===== config.mk =====
export PLATFORM = sky130hd
export DESIGN_NAME = operand_fwd_unit
export DESIGN_NICKNAME = d
export VERILOG_FILES = /design/src/rtl/fwd_pkg.sv /design/src/rtl/fwd_ctrl.sv /design/src/rtl/fwd_datapath.sv /design/src/rtl/operand_fwd_unit.sv
export SDC_FILE = /design/constraint.sdc
export NUM_CORES = 1
export LEC_CHECK = 0
export BUFFER_PORTS_ARGS = -buffer_cell sky130_fd_sc_hd__buf_2
export CAP_MARGIN = 20
export CORE_MARGIN = 2
export CORE_UTILIZATION = 56
export DETAILED_ROUTE_END_ITERATION = 8
export GPL_ROUTABILITY_DRIVEN = 0
export PLACE_DENSITY = 0.78
export SKIP_LAST_GASP = 1
export SYNTH_ARGS = -nofsm -noshare
export SYNTH_HDL_FRONTEND = slang
export SYNTH_HIERARCHICAL = 1
export SYNTH_SLANG_ARGS = --single-unit
export TNS_END_PERCENT = 1

===== constraint.sdc =====
create_clock -name clk -period 4 [get_ports clk]
set_input_delay 0.8 -clock clk [delete_from_list [all_inputs] [get_ports clk]]
set_output_delay 0.8 -clock clk [all_outputs]
set_load 0.1 [all_outputs]

===== src/rtl/fwd_pkg.sv =====
package fwd_pkg;
  typedef enum logic [1:0] {
    SEL_REG   = 2'b00,
    SEL_EXMEM = 2'b01,
    SEL_MEMWB = 2'b10
  } fwd_sel_e;

  typedef struct packed {
    fwd_sel_e   selA;
    fwd_sel_e   selB;
    logic       wrEn;
    logic       wbFromMem;
    logic [1:0] byp;
  } fwd_strobe_t;
endpackage


===== src/rtl/fwd_ctrl.sv =====
module fwd_ctrl
  import fwd_pkg::*;
#(
  parameter int IDX_W = 3
) (
  input  logic [IDX_W-1:0] exSrcA,
  input  logic [IDX_W-1:0] exSrcB,
  input  logic [IDX_W-1:0] idSrcA,
  input  logic [IDX_W-1:0] idSrcB,
  input  logic             exMemWe,
  input  logic             exMemLoad,
  input  logic [IDX_W-1:0] exMemDst,
  input  logic             memWbWe,
  input  logic             memWbLoad,
  input  logic [IDX_W-1:0] memWbDst,
  output fwd_strobe_t      strobe,
  output logic             loadUseHaz
);
  localparam logic [IDX_W-1:0] ZERO_IDX = '0;

  logic exLive, wbLive;
  logic [1:0] exHit, wbHit, ldHit;
  logic [1:0][IDX_W-1:0] exSrc, idSrc;
  fwd_sel_e sel [2];

  assign exLive = exMemWe && (exMemDst != ZERO_IDX);
  assign wbLive = memWbWe && (memWbDst != ZERO_IDX);
  assign exSrc  = {exSrcB, exSrcA};
  assign idSrc  = {idSrcB, idSrcA};

  for (genvar p = 0; p < 2; p++) begin : g_opnd
    assign exHit[p] = exLive && (exSrc[p] == exMemDst);
    assign wbHit[p] = wbLive && (exSrc[p] == memWbDst);
    assign ldHit[p] = exHit[p] && exMemLoad;
    always_comb begin
      if (exHit[p])      sel[p] = exMemLoad ? SEL_REG : SEL_EXMEM;
      else if (wbHit[p]) sel[p] = SEL_MEMWB;
      else               sel[p] = SEL_REG;
    end
    assign strobe.byp[p] = wbLive && (idSrc[p] == memWbDst);
  end

  assign strobe.selA      = sel[0];
  assign strobe.selB      = sel[1];
  assign strobe.wrEn      = wbLive;
  assign strobe.wbFromMem = memWbLoad;
  assign loadUseHaz       = |ldHit;
endmodule


===== src/rtl/fwd_datapath.sv =====
module fwd_datapath
  import fwd_pkg::*;
#(
  parameter int DATA_W = 32,
  parameter int REG_N  = 8,
  localparam int IDX_W = $clog2(REG_N)
) (
  input  logic              clk,
  input  logic              rstN,
  input  fwd_strobe_t       strobe,
  input  logic [IDX_W-1:0]  idSrcA,
  input  logic [IDX_W-1:0]  idSrcB,
  output logic [DATA_W-1:0] idRdA,
  output logic [DATA_W-1:0] idRdB,
  input  logic [DATA_W-1:0] exRegA,
  input  logic [DATA_W-1:0] exRegB,
  input  logic [DATA_W-1:0] exMemAlu,
  input  logic [IDX_W-1:0]  memWbDst,
  input  logic [DATA_W-1:0] memWbAlu,
  input  logic [DATA_W-1:0] memWbMemData,
  output logic [DATA_W-1:0] opA,
  output logic [DATA_W-1:0] opB
);
  localparam logic [IDX_W-1:0] ZERO_IDX = '0;

  logic [DATA_W-1:0] regs [REG_N];
  logic [DATA_W-1:0] wbValue;
  logic [1:0][IDX_W-1:0]  rdIdx;
  logic [1:0][DATA_W-1:0] rdData, latched, opnd;
  fwd_sel_e sel [2];

  assign wbValue = strobe.wbFromMem ? memWbMemData : memWbAlu;

  always_ff @(posedge clk) begin
    if (!rstN) begin
      for (int i = 0; i < REG_N; i++) regs[i] <= '0;
    end else if (strobe.wrEn) begin
      regs[memWbDst] <= wbValue;
    end
  end

  assign rdIdx   = {idSrcB, idSrcA};
  assign latched = {exRegB, exRegA};
  assign sel[0]  = strobe.selA;
  assign sel[1]  = strobe.selB;

  for (genvar p = 0; p < 2; p++) begin : g_port
    always_comb begin
      if (rdIdx[p] == ZERO_IDX) rdData[p] = '0;
      else if (strobe.byp[p])   rdData[p] = wbValue;
      else                      rdData[p] = regs[rdIdx[p]];
    end
    always_comb begin
      unique case (sel[p])
        SEL_EXMEM: opnd[p] = exMemAlu;
        SEL_MEMWB: opnd[p] = wbValue;
        default:   opnd[p] = latched[p];
      endcase
    end
  end

  assign idRdA = rdData[0];
  assign idRdB = rdData[1];
  assign opA   = opnd[0];
  assign opB   = opnd[1];
endmodule


===== src/rtl/operand_fwd_unit.sv =====
module operand_fwd_unit
  import fwd_pkg::*;
#(
  parameter int DATA_W = 32,
  parameter int REG_N  = 8,
  localparam int IDX_W = $clog2(REG_N)
) (
  input  logic              clk,
  input  logic              rstN,
  input  logic [IDX_W-1:0]  idSrcA,
  input  logic [IDX_W-1:0]  idSrcB,
  output logic [DATA_W-1:0] idRdA,
  output logic [DATA_W-1:0] idRdB,
  input  logic [IDX_W-1:0]  exSrcA,
  input  logic [IDX_W-1:0]  exSrcB,
  input  logic [DATA_W-1:0] exRegA,
  input  logic [DATA_W-1:0] exRegB,
  input  logic              exMemWe,
  input  logic              exMemLoad,
  input  logic [IDX_W-1:0]  exMemDst,
  input  logic [DATA_W-1:0] exMemAlu,
  input  logic              memWbWe,
  input  logic              memWbLoad,
  input  logic [IDX_W-1:0]  memWbDst,
  input  logic [DATA_W-1:0] memWbAlu,
  input  logic [DATA_W-1:0] memWbMemData,
  output logic [1:0]        fwdSelA,
  output logic [1:0]        fwdSelB,
  output logic [DATA_W-1:0] opA,
  output logic [DATA_W-1:0] opB,
  output logic              loadUseHaz
);
  fwd_strobe_t strobe;

  fwd_ctrl #(.IDX_W(IDX_W)) u_ctrl (
    .exSrcA(exSrcA), .exSrcB(exSrcB), .idSrcA(idSrcA), .idSrcB(idSrcB),
    .exMemWe(exMemWe), .exMemLoad(exMemLoad), .exMemDst(exMemDst),
    .memWbWe(memWbWe), .memWbLoad(memWbLoad), .memWbDst(memWbDst),
    .strobe(strobe), .loadUseHaz(loadUseHaz)
  );

  fwd_datapath #(.DATA_W(DATA_W), .REG_N(REG_N)) u_dp (
    .clk(clk), .rstN(rstN), .strobe(strobe),
    .idSrcA(idSrcA), .idSrcB(idSrcB), .idRdA(idRdA), .idRdB(idRdB),
    .exRegA(exRegA), .exRegB(exRegB), .exMemAlu(exMemAlu),
    .memWbDst(memWbDst), .memWbAlu(memWbAlu), .memWbMemData(memWbMemData),
    .opA(opA), .opB(opB)
  );

  assign fwdSelA = strobe.selA;
  assign fwdSelB = strobe.selB;
endmodule


==> impl_results.md, run 1 <==
* Fillers at about 1,600
* Post-CTS Setup Bufs at 0
* Vias in the first global route at 14,180
* Sequential share of the synthesized area at 45.55%
* Syn_area_per_cell at 10.50 um2
* Worst path most repeated cell: buf_4
* CP Max Fanout at 32
* Biggest register: u_dp/regs
* Overall die area at roughly 28,000 um2
* Synth top area share at a little under half
* Post-layout nets at 1,869
* Logic pwr share at 39.8%
* Sequential power share at 34.7%
* Drt first-iter violations at 1,898
* H-tree levels at 1
* Metal3 WL at 6.992 mm
* Clock root cell: clkbuf_16
* # clock sinks at about 220
* Sw Share at 38.11%
* Critical-path cell list: buf_2 > o31ai_4 > buf_4 > nor4_1 > o21a_2 > inv_1 > ha_1 > buf_4 > a22oi_1 > o21ai_4 > buf_12
* CTS max path bufs at 3
* Min cycle time layout at about 3.8 ns
* Max reg flops at ~220
* Met2 wire len at 26.65 mm
* Max-Cap Viols at 0
* PortBufs at 316
* Period utilisation layout at between 90% and 100%
* Worst Path Required at 3.20 ns
* Worst Path Class, Setup: input pin to primary output
* Layout cell share with drive strength beyond 1 at 38.76%
* Switch Pwr at 0.003085 W
* Worst min path class: input pin to register
* Yosys warns at 6
* Post-synth EDFFs at 224
* Top_reg_cell synth: edfxtp_1
* CTS tree: done
* WL/cell at 27.39 um
* Internal Pwr Total at 0.005012 W
* Initial DRT Pass Iterations at 7
* Gates resized, CTS repair at 0
* Mapped Nets at 1,595
* RSZ-0062 raised after global routing: no
* Dpl hpwl at 38.30 mm
* Cells after synthesis at 1,407
* Final setup viols at 0
* FFs w/ async S/R, synth at 0%
* Vias at 14,390
* Post-synthesis cell area at 14,770 um2
* Total negative slack at 0 ns
* Post-synth top cells: nor2_1 (230), edfxtp_1 (224), o21ai_0 (151)
* Slowest stage delay, CP at 0.35 ns
* Core ar. at 25,980 um2
* Layout Area Growth over Synthesis at 37.84%
* Critical Path Sink Type: primary output
* Worst Setup Slack post-DPL at between 0.15 and 0.2 ns
* DP Area at 19,640 um2
* Top flop regs: u_dp/regs: 224 flops
* Ranking of synthesized cells by area: edfxtp_1 (46%), nor2_1 (5.8%), o21ai_0 (5.1%)
* Initial antenna violation count at 11
* Starting Density at 56.83%
* Final Hold Viols at 0
* Most common cell in the netlist: nor2_1
* Cell Pwr Density at 397.8 nW/um2
* First-pass GRT wire length at 83.70 mm
* DR DRC count at 0
* Lkg Pwr at 7.561 nW
* Highest metal used: met5
* Status: finished, final reports clean
* Synth area leader: edfxtp_1
* Startpoint Class: input pin
* Die height at 166.4 um
* Die X at between 150 and 200 um
* Gr usage total at 38.82%
* Netlist cell types at 49
* CP top delay family: buffers and inverters
* Cts hold-fix bufs at 0
* Setup ws final at between 0.15 and 0.2 ns
* Max IR drop VDD at 0.0003441 V
* Slew headroom at 40.06%
* Wl on met1 at approximately 19 mm
* GRT overflow at 0
* Largest net degree at the start of global routing at 72
* Mean number of vias per cell at 7.052
* Post-route ant nets at 0
* FF+latch count, synth at between 200 and 250
* WP buf/inv at 5
* IO Pins at 317
* Post-route cell area at 20,350 um2
* Max frequency at 261.1 MHz
* Worst Path Arrival at 3.03 ns
* Tightest Pin Transition at roughly 0.90 ns
* CP max-delay cell: a22oi_1
* Clock power frac at 25.4%
* Clock slew at reported path FFs at 0.07 ns
* Max Slew Vio Count at 0
* Std cell rows at 59
* CTS Buf Count at 22
* DRT Wirelength at 55.87 mm
-- cell usage in the layout (no fill, tap or decap), types with 30 or more instances in the layout --
cell type	count
nor2_1	227
buf_2	185
a22oi_1	65
a211oi_2	48
mux2_2	62
buf_4	69
edfxtp_1	224
or3_1	30
o21ai_0	87
nand4bb_1	31
mux2i_1	34
o2bb2ai_1	60
nand2_1	78
o22a_1	60
a22o_1	30
o21ai_4	58
a31oi_1	30
buf_12	142
-- worst paths after layout --
kind,from,end,slack [ns],depth (start not counted)
worst max-delay path,memWbDst[1],opA[24],0.17,11
worst min-delay path,memWbAlu[26],u_dp/regs[4][26]$_SDFFCE_PN0P_,0.74,3
-- routing by layer --
metal	up-vias	track usage [%]
li1	5945	-
met1	6863	47.97
met2	1319	64.18
met3	257	7.483
met4	2	21.74
met5	-	0
-- power groups by stage --
stage                     clock [W]  sequential [W]  combinational, W
after global routing        0.00215         0.00282           0.00330
after CTS                   0.00205         0.00281           0.00320
after detailed placement          0         0.00285           0.00319
after global placement            0         0.00284           0.00316
final                       0.00206         0.00281           0.00322
after floorplan                   0         0.00283           0.00203
-- cells by family after synthesis --
group / after synthesis / synth area share [%]
buf+inv: 153 / 4.906
simple gates: 398 / 12.75
xor+xnor: 18 / 1.068
compound gates: 481 / 24.83
mux: 129 / 10.55
fa+ha+maj: 4 / 0.3389
flops: 224 / 45.55
-- through the flow --
stage	hold slack [ns]	utilization [%]	instances	total power (W)
2_1_floorplan	1.077	-	1407	0.004858
3_3_place_gp	1.241	75.58	1992	0.005992
3_5_place_dp	1.251	75.58	1992	0.006040
4_1_cts	0.7295	78.24	2030	0.008051
5_1_grt	0.7436	78.33	2040	0.008268
6_report	0.7375	78.33	2040	0.008097
-- final cells by class --
cell class	instances	area (um2)	area share, %
Tap cell	335	419.2	2.059
Sequential cell	224	6726	33.05
Inverter	7	26.28	0.1291
Antenna cell	10	25.02	0.1229
Clock inverter	9	91.34	0.4487
Clock buffer	29	598.1	2.938
Timing Repair Buffer	396	4287	21.06
Multi-Input combinational cell	1030	8182	40.20
Note: power is estimated with default switching activity, not from simulation.
==> inputs of run 2 (changes only) <==
--- a/config.mk
+++ b/config.mk
@@ -10,7 +10,7 @@
 export CORE_MARGIN = 2
 export CORE_UTILIZATION = 56
 export DETAILED_ROUTE_END_ITERATION = 8
-export GPL_ROUTABILITY_DRIVEN = 0
+export MAX_ROUTING_LAYER = met4
 export PLACE_DENSITY = 0.78
 export SKIP_LAST_GASP = 1
 export SYNTH_ARGS = -nofsm -noshare
==> run 2 against run 1 <==
Critical path depth did not move. Utilization barely moved. Sequential power barely moved. Count of clock-buffer cells in the layout fell by 2. Hold slack improved by 0.016 ns. Final area barely moved. Maximum frequency rose by 0.13%. Non-clock buffer count rose by 4. Global-route usage rose by 0.28 points. Flip-flop and latch count did not move. Largest cell class unchanged.
==> impl_results.md, run 2 (synthesized netlist as in run 1, its figures left out) <==
* Status: finished, final reports clean
* Met3 usage at 6.864% (-0.62 points)
* GRT overflow at 0 (unchanged)
* Total negative slack at 0 ns (unchanged)
* Slew headroom at 36.12% (-3.9 points)
* Min cycle time layout at 3.825 ns (-0.004815 ns)
* Commonest non-fill, non-tap cell in the layout: nor2_1
* Lkg Pwr at 7.576 nW (+0.20%)
* Worst min path class: input pin to register
* IO Pins at 317 (unchanged)
* Starting Density at 56.83% (unchanged)
* Hold path depth at 3 (unchanged)
* Max Slew Vio Count at 0 (unchanged)
* Largest net degree at the start of global routing at 133 (+85%)
* Worst Setup Slack post-DPL at 0.2126 ns (+0.03624 ns)
* CTS Buf Count at 22 (unchanged)
* Max-Cap Viols at 0 (unchanged)
* Routability cong. at 0.9692
* Max reg flops at 224 (unchanged)
* Max IR drop VDD at 0.0003003 V (-13%)
* RSZ-0062 raised after global routing: no
* Period utilisation layout at 95.62% (-0.12 points)
* Cts hold-fix bufs at 0 (unchanged)
* Gr usage total at 39.10% (+0.28 points)
* # clock sinks at 224 (unchanged)
* Worst hold slack at 0.7535 ns (+0.01598 ns)
* Clock root cell: clkbuf_16
* Layout Cells excl Fill at 2,042 (+0.098%)
* Vias in the first global route at 13,870 (-2.2%)
* Setup ws final at 0.1751 ns (+0.004815 ns)
* Met1 Usage GRT at 47.23% (-0.73 points)
* Layout Area Growth over Synthesis at 37.83% (about the same)
* Critical path startpoint: memWbDst[0]
* Startpoint Class: input pin
* Power Total at 0.008074 W (-0.29%)
* Dpl hpwl at 37.34 mm (-2.5%)
* Gates resized, CTS repair at 0 (unchanged)
* Clock slew at reported path FFs at 0.06 ns (about the same)
* Initial DRT Pass Iterations at 6 (-1)
* Setup crit end: opB[18]
* Layout cell share with drive strength beyond 1 at 38.98% (+0.22 points)
* CTS tree: done
* PortBufs at 316 (unchanged)
* DRT Wirelength at 55.12 mm (-1.4%)
* Drt first-iter violations at 1,774 (-6.5%)
* Top flop regs: u_dp/regs: 224 flops
* Tightest Pin Transition at 0.9582 ns (+0.05909 ns)
* Die height at 166.4 um (unchanged)
* Std cell rows at 59 (unchanged)
* Biggest register: u_dp/regs
* Max frequency at 261.4 MHz (+0.13%)
* Critical Path Sink Type: primary output
* Post-route ant nets at 0 (unchanged)
* Cell Pwr Density at 396.7 nW/um2 (-0.28%)
* Vias at 14,020 (-2.5%)
* Placed cell count at 1,995 (+0.15%)
* Die X at 166.4 um (unchanged)
* First-pass GRT wire length at 81.54 mm (-2.6%)
* Most used routing layer: met2
* Worst Path Required at 3.20 ns (about the same)
* M2 GR Usage at 64.37% (+0.20 points)
* CP Max Fanout at 17 (-47%)
* Most frequent cells in the layout: nor2_1 (227), edfxtp_1 (224), buf_2 (185)
* Overall die area at 27,680 um2 (unchanged)
* DR DRC count at 0 (unchanged)
* Worst Path Arrival at 3.02 ns (about the same)
* Final setup viols at 0 (unchanged)
* Initial antenna violation count at 6 (-5)
* Final Hold Viols at 0 (unchanged)
* CTS max path bufs at 3 (unchanged)
* Post-CTS Setup Bufs at 0 (unchanged)
* WL/cell at 26.99 um (-1.4%)
* Mean number of vias per cell at 6.866 (-2.6%)
* Post-layout nets at 1,873 (+0.21%)
* Worst Path Class, Setup: input pin to primary output
* H-tree levels at 1 (unchanged)
* Core ar. at 25,980 um2 (unchanged)
==> run 2: worst max-delay path, stage by stage <==
cell     delay (ns)
buf_2          0.20
o31ai_4        0.10
buf_4          0.16
nor4_1         0.41
o21a_2         0.26
inv_1          0.05
ha_1           0.18
buf_4          0.21
a22oi_1        0.36
o21ai_4        0.11
buf_12         0.17
==> run 2: power by group <==
part           internal [W]  switching, W  leakage (nW)
Clock               0.00118      0.000869         0.344
Combinational       0.00110       0.00211          5.09
Sequential          0.00273     0.0000792          2.14
Total               0.00501       0.00306          7.58
==> run 2: metrics by stage <==
step           area, um2  utilization, %
2_1_floorplan      15600               -
3_3_place_gp       19630           75.52
3_5_place_dp       19630           75.52
4_1_cts            20330           78.23
5_1_grt            20350           78.33
6_report           20350           78.33
==> run 2: worst min path at each step <==
stage                             from                              to
after CTS                 memWbAlu[27]  u_dp/regs[5][27]$_SDFFCE_PN0P_
after floorplan           memWbAlu[21]  u_dp/regs[1][21]$_SDFFCE_PN0P_
after global placement    memWbAlu[26]  u_dp/regs[3][26]$_SDFFCE_PN0P_
after global routing      memWbAlu[26]  u_dp/regs[5][26]$_SDFFCE_PN0P_
final                     memWbAlu[26]  u_dp/regs[7][26]$_SDFFCE_PN0P_
after detailed placement  memWbAlu[27]  u_dp/regs[1][27]$_SDFFCE_PN0P_
==> run 2: routing by layer <==
| metal | share of wire [%] | vias up |
|---|---|---|
| met1 | 34 | 6759 |
| met2 | 49 | 1126 |
| met3 | 12 | 184 |
| li1 | - | 5951 |
| met4 | 5.0 | 0 |
| met5 | 0 | - |
==> run 2: final cells by class <==
cell class / count / area [um2]
Clock buffer: 27 / 590.6
Timing Repair Buffer: 400 / 4283
Clock inverter: 13 / 111.4
Multi-Input combinational cell: 1030 / 8182
Tap cell: 335 / 419.2
Sequential cell: 224 / 6726
Inverter: 7 / 26.28
Antenna cell: 6 / 15.01
Fill cell: 1584 / 5632
